**config.mk**
```make
export PLATFORM = sky130hd
export DESIGN_NAME = fwft_queue
export DESIGN_NICKNAME = d
export VERILOG_FILES = /design/src/rtl/fwft_pkg.sv /design/src/rtl/fwft_ptr.sv /design/src/rtl/fwft_store.sv /design/src/rtl/fwft_level.sv /design/src/rtl/fwft_queue.sv
export SDC_FILE = /design/constraint.sdc
export NUM_CORES = 1
export LEC_CHECK = 0
export CORE_UTILIZATION = 30
export DETAILED_ROUTE_END_ITERATION = 8
export PLACE_DENSITY = 0.54
export SKIP_CTS_REPAIR_TIMING = 1
export SYNTH_ARGS = -nofsm -noshare
export SYNTH_HDL_FRONTEND = slang
export SYNTH_HIERARCHICAL = 1
export SYNTH_SLANG_ARGS = --single-unit
export TNS_END_PERCENT = 5
```
**constraint.sdc**
```tcl
create_clock -name clk -period 2.8 [get_ports clk]
set_clock_uncertainty 0.1 [all_clocks]
set_input_delay 0.28 -clock clk [delete_from_list [all_inputs] [get_ports clk]]
set_output_delay 0.28 -clock clk [all_outputs]
set_load 0.03 [all_outputs]
```
**src/rtl/fwft_pkg.sv**
```systemverilog
package fwft_pkg;

  // Advance a circular index, wrapping at the configured depth.
  function automatic int unsigned ptr_step(input int unsigned p, input int unsigned depth);
    return (p + 1 >= depth) ? 0 : p + 1;
  endfunction

  // Next occupancy from the accepted write and read of this cycle.
  function automatic int unsigned level_step(input int unsigned lvl, input bit inc, input bit dec);
    int unsigned r;
    r = lvl;
    if (inc && !dec) r = lvl + 1;
    if (dec && !inc) r = lvl - 1;
    return r;
  endfunction

endpackage

```
**src/rtl/fwft_ptr.sv**
```systemverilog
module fwft_ptr #(
  parameter int DEPTH = 8,
  parameter int PTR_W = (DEPTH > 1) ? $clog2(DEPTH) : 1
) (
  input  logic             clk,
  input  logic             srst,
  input  logic             adv,
  output logic [PTR_W-1:0] ptr
);
  import fwft_pkg::*;

  logic [PTR_W-1:0] ptr_q;

  always_ff @(posedge clk) begin
    if (srst)     ptr_q <= '0;
    else if (adv) ptr_q <= PTR_W'(ptr_step(int'(ptr_q), DEPTH));
  end

  assign ptr = ptr_q;
endmodule

```
**src/rtl/fwft_store.sv**
```systemverilog
module fwft_store #(
  parameter int DATA_W = 8,
  parameter int DEPTH  = 8,
  parameter int PTR_W  = (DEPTH > 1) ? $clog2(DEPTH) : 1
) (
  input  logic              clk,
  input  logic              we,
  input  logic [PTR_W-1:0]  waddr,
  input  logic [DATA_W-1:0] wdata,
  input  logic [PTR_W-1:0]  raddr,
  output logic [DATA_W-1:0] rdata
);
  logic [DATA_W-1:0] row [DEPTH];

  // One register row per entry, each with its own write decode.
  for (genvar i = 0; i < DEPTH; i++) begin : g_row
    always_ff @(posedge clk) begin
      if (we && (waddr == PTR_W'(i))) row[i] <= wdata;
    end
  end

  // Combinational read: the head row is always visible.
  assign rdata = row[raddr];
endmodule

```
**src/rtl/fwft_level.sv**
```systemverilog
module fwft_level #(
  parameter int DEPTH = 8,
  parameter int CNT_W = $clog2(DEPTH + 1)
) (
  input  logic             clk,
  input  logic             srst,
  input  logic             inc,
  input  logic             dec,
  output logic [CNT_W-1:0] level,
  output logic             avail,
  output logic             full
);
  import fwft_pkg::*;

  logic [CNT_W-1:0] lvl_q;

  always_ff @(posedge clk) begin
    if (srst) lvl_q <= '0;
    else      lvl_q <= CNT_W'(level_step(int'(lvl_q), inc, dec));
  end

  assign level = lvl_q;
  assign avail = (lvl_q != '0);
  assign full  = (lvl_q == CNT_W'(DEPTH));
endmodule

```
**src/rtl/fwft_queue.sv**
```systemverilog
module fwft_queue #(
  parameter int DATA_W = 8,
  parameter int DEPTH  = 8
) (
  input  logic              clk,
  input  logic              srst,
  input  logic              push,
  input  logic [DATA_W-1:0] push_data,
  input  logic              pop,
  output logic [DATA_W-1:0] pop_data,
  output logic              avail,
  output logic              full
);
  localparam int PTR_W = (DEPTH > 1) ? $clog2(DEPTH) : 1;
  localparam int CNT_W = $clog2(DEPTH + 1);

  logic [PTR_W-1:0] wr_ptr;
  logic [PTR_W-1:0] rd_ptr;
  logic [CNT_W-1:0] level;

  // Named internal events, visible to the bound checker.
  logic rd_ok;  // a displayed word is acknowledged this cycle
  logic wr_ok;  // a write is accepted this cycle

  assign rd_ok = pop & avail;
  assign wr_ok = push & (~full | rd_ok);

  fwft_ptr #(.DEPTH(DEPTH), .PTR_W(PTR_W)) u_wptr (
    .clk(clk), .srst(srst), .adv(wr_ok), .ptr(wr_ptr)
  );

  fwft_ptr #(.DEPTH(DEPTH), .PTR_W(PTR_W)) u_rptr (
    .clk(clk), .srst(srst), .adv(rd_ok), .ptr(rd_ptr)
  );

  fwft_store #(.DATA_W(DATA_W), .DEPTH(DEPTH), .PTR_W(PTR_W)) u_store (
    .clk(clk), .we(wr_ok), .waddr(wr_ptr), .wdata(push_data),
    .raddr(rd_ptr), .rdata(pop_data)
  );

  fwft_level #(.DEPTH(DEPTH), .CNT_W(CNT_W)) u_level (
    .clk(clk), .srst(srst), .inc(wr_ok), .dec(rd_ok),
    .level(level), .avail(avail), .full(full)
  );
endmodule

```
# After elaboration in Yosys (flattened, before gate mapping)

Memory sizes are Yosys's and may differ from the RTL's. A register that Yosys moved wholly into a read port is not among the register bits.
Index checks and enable logic that the tools add are counted.

Add/sub/neg operators: 4
Multiply operators: 0
Divide/modulo/power cells: 0
Magnitude comparators: 2
Eq/ne operators: 8
Shift-type cells: 0
Muxes and demuxes: 43
Bitwise gates (word level): 4
Reduce and logical (&&, ||, !) cells: 22

Operators by type and width:

| operator              | count |
|---|---|
| $mux W8               | 7 |
| $reduce_or A8 Y1      | 7 |
| $mux W3               | 11 |
| $mux W1               | 23 |
| $eq A3 B3 Y1 const B  | 4 |
| $logic_and A1 B1 Y1   | 10 |
| $add A3 B1 Y4 const B | 2 |
| $ge A4 B4 Y1 const B  | 2 |
| $mux W4               | 2 |
| $eq A3 B2 Y1 const B  | 2 |
| $add A4 B1 Y4 const B | 1 |
| $eq A4 B4 Y1 const B  | 1 |
| $reduce_bool A4 Y1    | 1 |
| $sub A4 B1 Y4 const B | 1 |
| $eq A3 B1 Y1 const B  | 1 |
| $logic_not A3 Y1      | 1 |
| $and A1 B1 Y1         | 2 |
| $logic_not A1 Y1      | 2 |
| $reduce_bool A2 Y1    | 1 |
| $not A1 Y1            | 1 |
| $or A1 B1 Y1          | 1 |

Bits in registers: 10
Latch bits: 0
RAM bits: 64
ROM bits: 0
Memories: 1

Memory list:

| name        | depth | bits a word | read ports | clocked after memory_dff | write ports | RTL line         | source |
|---|---|---|---|---|---|---|---|
| u_store.row | 8     | 8           | 1          | 1                        | 1           | fwft_store.sv:13 | `logic [DATA_W-1:0] row [DEPTH];` |

# Logic depth before layout (Yosys ltp)

Gate-level depths: netlist of run 1.

Depth in word-level cells: 15
Depth in mapped cells: 12
Gate-level depth less buffers: 11

# By module

Netlist of run 1, hierarchy kept.

By module, submodules not included:

| module     | times used | cells each | area an instance (sq um) |
|---|---|---|---|
| fwft_store | 1          | 106        | 2531.2 |
| fwft_level | 1          | 31         | 282.8 |
| fwft_ptr   | 2          | 11         | 120.1 |
| fwft_queue | 1          | 3          | 18.8 |

# Worst setup path before layout of run 1

Ideal clock, no wire load.

Kind: flip-flop to flip-flop
From: reg u_level.lvl_q[1] (netlist: u_level/level[1])
To: reg u_level.lvl_q[2] (netlist: u_level/level[2])
Library setup time: 70 ps
Data arrival time: 3178 ps
Required time: 2630 ps
Path slack: -548 ps
Cell stages (with the launch flop): 12
Buffers on the path: 1
Path through: dfxtp_1 buf_6 nor4b_1 a21boi_2 inv_1 ha_1 xor2_1 ha_1 a21oi_1 xor2_1 or3_1 a21oi_1

Cells in the longest elaborated chain, start to end: 7

RTL lines:

| what                                          | RTL line         | source |
|---|---|---|
| from (decl)                                   | fwft_level.sv:15 | `logic [CNT_W-1:0] lvl_q;` |
| from (signal assigned)                        | fwft_level.sv:19 | `else lvl_q <= CNT_W'(level_step(int'(lvl_q), inc, dec));` |
| $eq A4 B4 Y1 *                                | fwft_level.sv:24 | `assign full = (lvl_q == CNT_W'(DEPTH));` |
| net full                                      | fwft_queue.sv:12 | `output logic full` |
| $not A1 Y1 *                                  | fwft_queue.sv:26 | `assign wr_ok = push & (~full \| rd_ok);` |
| $or A1 B1 Y1 *                                | fwft_queue.sv:26 |  |
| $and A1 B1 Y1 *                               | fwft_queue.sv:26 |  |
| net wr_ok                                     | fwft_queue.sv:23 | `logic wr_ok;` |
| $logic_not A1 Y1                              | fwft_pkg.sv:13   | `if (dec && !inc) r = lvl - 1;` |
| $logic_and A1 B1 Y1                           | fwft_pkg.sv:13   |  |
| $mux W4 or $reduce_bool A2 Y1 (tied branches) | n/a              |  |

Mark *: on every way through the listed nets, which the timed path passes. The rest lies on a longest branch. The select of a mux whose other input is x is not followed.
A chain may end at the register's enable or synchronous reset.

==> results of run 1 <==
## metrics by stage
stage	hold slack [ns]	instance area, um^2
final	0.466	3780
after global routing	0.519	3780
after CTS	0.471	3770
after detailed placement	0.459	3580
after global placement	0.457	3580
after floorplan	0.249	3090
## worst register-to-register path: cells and delay by family (launching register included)
| kind | cells | cell delay (ns) |
|---|---|---|
| buffers and inverters | 1 | 0.12 |
| DFF | 1 | 0.38 |
| adders and majority gates | 2 | 0.42 |
| xor gates and xnor gates | 2 | 0.24 |
| and+or+nand+nor | 3 | 0.92 |
| AOI/OAI and AO/OA | 2 | 0.28 |
## kinds of logic after synthesis
| kind of cell | count (synthesis) | share of synthesized area (%) |
|---|---|---|
| fa+ha+maj | 5 | 2.04 |
| buf+inv | 8 | 2.04 |
| xor+xnor | 5 | 1.43 |
| mux | 28 | 18.0 |
| compound gates | 13 | 2.93 |
| simple gates | 29 | 4.56 |
| flops | 74 | 69.1 |
## synthesized netlist by cell type, drive strengths merged
cell and instances:
a311oi 2, a21o 2, mux2 9, a21boi 1, xnor2 2, or3 1, nor2 14, dfxtp 10
a21oi 4, o21ai 2, mux4 16, buf 5, inv 2, edfxtp 64, mux2i 3, o22ai 1
clkbuf 1, nand2 4, a32o 1, nand2b 4, nor2b 1, nor3b 1, xor2 3, or4 1
nor4b 1, ha 5, nor3 2
## per-layer routing
metal	global-route usage, %	routed length [um]	vias up
met5	0	0	-
met2	18.7	2710	21
met1	14.9	2530	785
met4	6.83	116	0
met3	2.89	163	10
li1	-	-	753
## flip-flops by register name, indices dropped and copies added, names as in the netlist
| register | flops |
|---|---|
| u_store/row | 64 |
| u_level/level | 4 |
| u_wptr/ptr | 3 |
| u_rptr/ptr | 3 |
## layout make-up
cell class	instances	area share (%)
inverters	2	0.199
flip-flops and latches	74	56.2
repair buffers	42	10.3
well taps	133	4.40
clock buffers	10	3.38
clock inverters	6	1.49
multi-input cells	80	24.0
## worst min path at each step
stage	start	endpoint	slack [ns]	depth (start not counted)
floorplan	srst	u_level/level[2]$_SDFFE_PP0P_	0.25	1
global placement	u_wptr/ptr[1]$_SDFFE_PP0P_	u_wptr/ptr[1]$_SDFFE_PP0P_	0.46	2
detailed placement	u_wptr/ptr[1]$_SDFFE_PP0P_	u_wptr/ptr[1]$_SDFFE_PP0P_	0.46	2
CTS	u_wptr/ptr[1]$_SDFFE_PP0P_	u_wptr/ptr[1]$_SDFFE_PP0P_	0.47	2
global route	u_wptr/ptr[1]$_SDFFE_PP0P_	u_wptr/ptr[1]$_SDFFE_PP0P_	0.52	2
finish	u_wptr/ptr[1]$_SDFFE_PP0P_	u_wptr/ptr[1]$_SDFFE_PP0P_	0.47	2
## where the power goes
group	internal (mW)	switching, mW	total [mW]
clock network	0.406	0.367	0.773
logic	0.459	0.432	0.891
registers	1.28	0.0544	1.33
==> results.sh, run 1 <==
export IMPL_critPathRequiredTime_ns=2.42
export IMPL_cp_endpoint="pop_data[1]"
export IMPL_synth_top_area_share_pct=62.5
export IMPL_hold_viol=0
export IMPL_die_w_um=103
export IMPL_r2r_start="u_level/level[2]$_SDFFE_PP0P_"
export IMPL_crit_type="reg2out"
export IMPL_final_min_clock_period_ns=2.70
export IMPL_vdd_ir_drop_max_v=0.000206
export IMPL_ioPinCount=22
export IMPL_cp_max_fo=19
export IMPL_gp_congestion=0.709
export IMPL_ys_seq_elements=74
export IMPL_fill_cells=913
export IMPL_io_buffers=21
export IMPL_die_h_um=103
export IMPL_cts_tree="built"
export IMPL_path_clk_slew_ns=0.07
export IMPL_insertion_delay_ns=0.33
export IMPL_layout_common_cells="64 x edfxtp_1, 20 x buf_4, 17 x clkdlybuf4s50_1"
export IMPL_setup_viol=0
export IMPL_worst_slew_pin_slew_ns=0.609
export IMPL_p_leak_nw=1.34
export IMPL_synth_distinct_cells=32
export IMPL_placementRows=36
export IMPL_r2r_cells=10
export IMPL_synth_fp_nets=179
export IMPL_num_vias=1569
export IMPL_r2r_setup_slack_ns=0.27
export IMPL_syn_inst=162
export IMPL_drtIter0Drc=57
export IMPL_fin_crit_sh_pct=96.3
export IMPL_die_area_mm2=0.0107
export IMPL_yosysWarningCount=6
export IMPL_grt_max_degree=20
export IMPL_cap_violations=0
export IMPL_clock_path_buffers=2
export IMPL_regArea_mm2=0.00212
export IMPL_slew_viol_final=0
export IMPL_grtUsageTotal_pct=11.8
export IMPL_startpoint_type="flip-flop"
export IMPL_status="complete, no violations"
export IMPL_multiInputGateArea_um2=908
export IMPL_cpPeakStageDelay_ns=0.60
export IMPL_critical_path_top_delay_family="multiplexers"
export IMPL_drive_above_1_share_pct=22.4
export IMPL_critPathArrivalTime_ns=2.32
export IMPL_cp_end_kind="output port"
export IMPL_fin_cells=347
export IMPL_worstReg2RegEnd="u_level/level[2]$_SDFFE_PP0P_"
export IMPL_area_growth_pct=23.0
export IMPL_ant_nets=0
export IMPL_cts_max_level=3
export IMPL_drc=0
export IMPL_cp_depth=4
export IMPL_netlist_area_mm2=0.00307
export IMPL_pre_cts_slack_ns=0.204
export IMPL_synth_avg_cell_area_um2=19.0
export IMPL_power_density_mw_per_mm2=793
export IMPL_power_mw=3.00
export IMPL_wl_per_cell_um=15.9
export IMPL_yosysTopAreaCell="edfxtp_1"
export IMPL_fmax_ghz=0.371
export IMPL_yosysSeqAreaShare_pct=69.1
export IMPL_hold_path_class="reg2reg"
export IMPL_overflow=0
export IMPL_hpwl_mm=3.77
export IMPL_crit_chain="buf_12 -> mux4_1 -> mux2_2 -> clkdlybuf4s50_1"
export IMPL_final_util_pct=38.3
export IMPL_rsz0062_at_grt="false"
export IMPL_grt_pass1_wl_mm=8.65
export IMPL_wirelength_mm=5.52
export IMPL_design_core_area_mm2=0.00986
export IMPL_clkSinkCount=74
export IMPL_start_util_pct=31.2
export IMPL_viasPerCell=4.52
export IMPL_relSlewSlack_pct=59.3
export IMPL_slowest_stage="clkdlybuf4s50_1"
export IMPL_dp_cells=331
export IMPL_crit_path_start="u_rptr/ptr[0]$_SDFFE_PP0P_"
export IMPL_numCtsBuffers=9
export IMPL_cp_num_buf_inv=2
export IMPL_layout_commonest_cell="edfxtp_1"
export IMPL_worst_slack_ns=0.104
export IMPL_cts_root_buffer="clkbuf_8"
export IMPL_antenna_found_initial=0
export IMPL_first_pass_iters=4
export IMPL_grt_pass1_vias=1616
export IMPL_fin_tns_setup_ns=0
export IMPL_synthTopCellsByArea="edfxtp_1 63%, mux4_1 13%, dfxtp_1 6.5%, mux2_2 2.9%, ha_1 2.0%"
export IMPL_diodes=0
export IMPL_nets=226
Power figures use the tool's default switching activity.
==> run 2: changes to the inputs <==
==> constraint.sdc (replaced) <==
create_clock -name clk -period 2.8 [get_ports clk]
set_clock_uncertainty 0.1 [all_clocks]
set_input_delay 0.84 -clock clk [delete_from_list [all_inputs] [get_ports clk]]
set_output_delay 0.84 -clock clk [all_outputs]
set_load 0.03 [all_outputs]
==> run 2 against run 1 <==
Effect of this change: worst setup slack worse by 0.14 ns; flip-flop and latch count unchanged; clock-buffer cell count down 1; utilization up 0.18 points; sequential power about the same; the run now ends with setup timing left; die area unchanged; routed wire length up 3.4%; via count up 1.5%; combinational power up 5.5%; first-iteration DRC count up 61%; largest power group unchanged; cell count up 2.6%; fmax down 4.9%.
==> results.sh, run 2 (synthesis gave the netlist of run 1 again) <==
export IMPL_r2r_setup_slack_ns=0.27
export IMPL_critPathRequiredTime_ns=1.86
export IMPL_dp_cells=339
export IMPL_hpwl_mm=3.71
export IMPL_first_pass_iters=4
export IMPL_r2r_start="u_level/level[2]$_SDFFE_PP0P_"
export IMPL_cts_max_level=3
export IMPL_critPathArrivalTime_ns=1.89
export IMPL_nets=235
export IMPL_slew_viol_final=0
export IMPL_hold_viol=0
export IMPL_top_register="u_store/row"
export IMPL_fin_cells=356
export IMPL_clock_path_buffers=2
export IMPL_worst_slew_pin_slew_ns=0.401
export IMPL_multiInputGateArea_um2=906
export IMPL_clkSinkCount=74
export IMPL_drive_above_1_share_pct=29.1
export IMPL_diodes=0
export IMPL_setup_viol=7
export IMPL_power_mw=2.95
export IMPL_rsz0062_at_grt="true"
export IMPL_regArea_mm2=0.00213
export IMPL_violations="setup timing"
export IMPL_numCtsBuffers=9
export IMPL_overflow=0
export IMPL_grt_pass1_wl_mm=8.54
export IMPL_fmax_ghz=0.353
export IMPL_num_vias=1592
export IMPL_gp_congestion=0.745
export IMPL_crit_path_start="u_rptr/ptr[0]$_SDFFE_PP0P_"
export IMPL_pre_cts_slack_ns=-0.187
export IMPL_die_area_mm2=0.0107
export IMPL_hp_start="u_wptr/ptr[1]$_SDFFE_PP0P_"
export IMPL_cp_end_kind="output port"
export IMPL_drc=0
export IMPL_fill_cells=893
export IMPL_layout_common_cells="64 x edfxtp_1, 28 x buf_4, 15 x mux4_1"
export IMPL_relSlewSlack_pct=73.2
export IMPL_wirelength_mm=5.71
export IMPL_die_h_um=103
export IMPL_hold_path_depth=2
export IMPL_power_density_mw_per_mm2=778
export IMPL_fin_crit_sh_pct=101
export IMPL_p_leak_nw=1.37
export IMPL_insertion_delay_ns=0.34
export IMPL_design_core_area_mm2=0.00986
export IMPL_final_util_pct=38.5
export IMPL_io_buffers=21
export IMPL_ioPinCount=22
export IMPL_startpoint_type="flip-flop"
export IMPL_crit_type="reg2out"
export IMPL_worstReg2RegEnd="u_level/level[2]$_SDFFE_PP0P_"
export IMPL_grt_pass1_vias=1585
export IMPL_cap_violations=0
export IMPL_vdd_ir_drop_max_v=0.000242
export IMPL_cts_tree="built"
export IMPL_largest_reg_flops=64
export IMPL_holdPathEnd="u_wptr/ptr[1]$_SDFFE_PP0P_"
export IMPL_whs_ns=0.482
export IMPL_cts_root_buffer="clkbuf_8"
export IMPL_grtUsageTotal_pct=11.7
export IMPL_cp_max_fo=10
export IMPL_die_w_um=103
export IMPL_placementRows=36
export IMPL_ant_nets=0
export IMPL_grt_max_degree=20
export IMPL_drtIter0Drc=92
export IMPL_final_min_clock_period_ns=2.83
export IMPL_viasPerCell=4.47
export IMPL_hold_path_class="reg2reg"
export IMPL_wl_per_cell_um=16.0
export IMPL_status="complete, but fails checks"
export IMPL_antenna_found_initial=0
export IMPL_worst_slack_ns=-0.0333
export IMPL_path_clk_slew_ns=0.07
export IMPL_area_growth_pct=23.5
export IMPL_start_util_pct=31.2
export IMPL_r2r_cells=11
export IMPL_layout_commonest_cell="edfxtp_1"
[run 2: cell count changes in the layout (fill, tap and decap cells not counted), sizes merged]
cell           before  now
buf                21   37
clkdlybuf4s50      17   11
clkinvlp            0    2
dlymetal6s2s        4    2
bufinv              1    0
clkinv              4    5
inv                 3    2
[run 2: how the worst max path moves through the flow]
stage | cells past startpoint | to | slack, ns
final | 4 | pop_data[2] | -0.03
after global routing | 4 | pop_data[5] | -0.1
after CTS | 4 | pop_data[2] | -0.53
after detailed placement | 11 | u_level/level[2]$_SDFFE_PP0P_ | -0.19
after global placement | 11 | u_level/level[2]$_SDFFE_PP0P_ | -0.14
after floorplan | 10 | u_level/level[2]$_SDFFE_PP0P_ | 0.13
[run 2: report_power, final]
part           total [mW]  internal (mW)  switching [mW]  leakage, nW
logic               0.940          0.480           0.460        0.624
clock network       0.679          0.309           0.370       0.0775
registers            1.33           1.28          0.0528        0.664
total                2.95           2.07           0.883         1.37
[run 2: per-stage QoR]
| stage | instance area, um^2 | setup TNS (ns) |
|---|---|---|
| CTS | 3800 | -4.11 |
| floorplan | 3090 | 0 |
| global route | 3800 | -0.614 |
| global placement | 3640 | -1.12 |
| finish | 3800 | -0.153 |
| detailed placement | 3640 | -1.25 |
[run 2: layout make-up]
| cell class | count | area share (%) |
|---|---|---|
| clock buffer | 9 | 3.26 |
| timing repair buffer | 51 | 11.3 |
| clock inverter | 7 | 0.956 |
| inverter | 2 | 0.198 |
| tap | 133 | 4.38 |
| sequential | 74 | 56.0 |
| multi-input combinational | 80 | 23.9 |
[run 2: worst max-delay path: stages, from the launching register on]
cell     delay [ns]
dfxtp_4        0.38
buf_12         0.15
mux4_1         0.56
mux2_2         0.28
buf_2          0.18
[run 2: routing by layer]
metal  part of all wire [%]  GRT usage (%)  vias to the layer above  routed length (um)
li1                       -              -                      773                   -
met1                     48           15.2                      793                2720
met2                     48           17.9                       18                2750
met3                    2.7           2.89                        8                 152
met4                    1.6           6.72                        0                  90
met5                      0              0                        -                   0
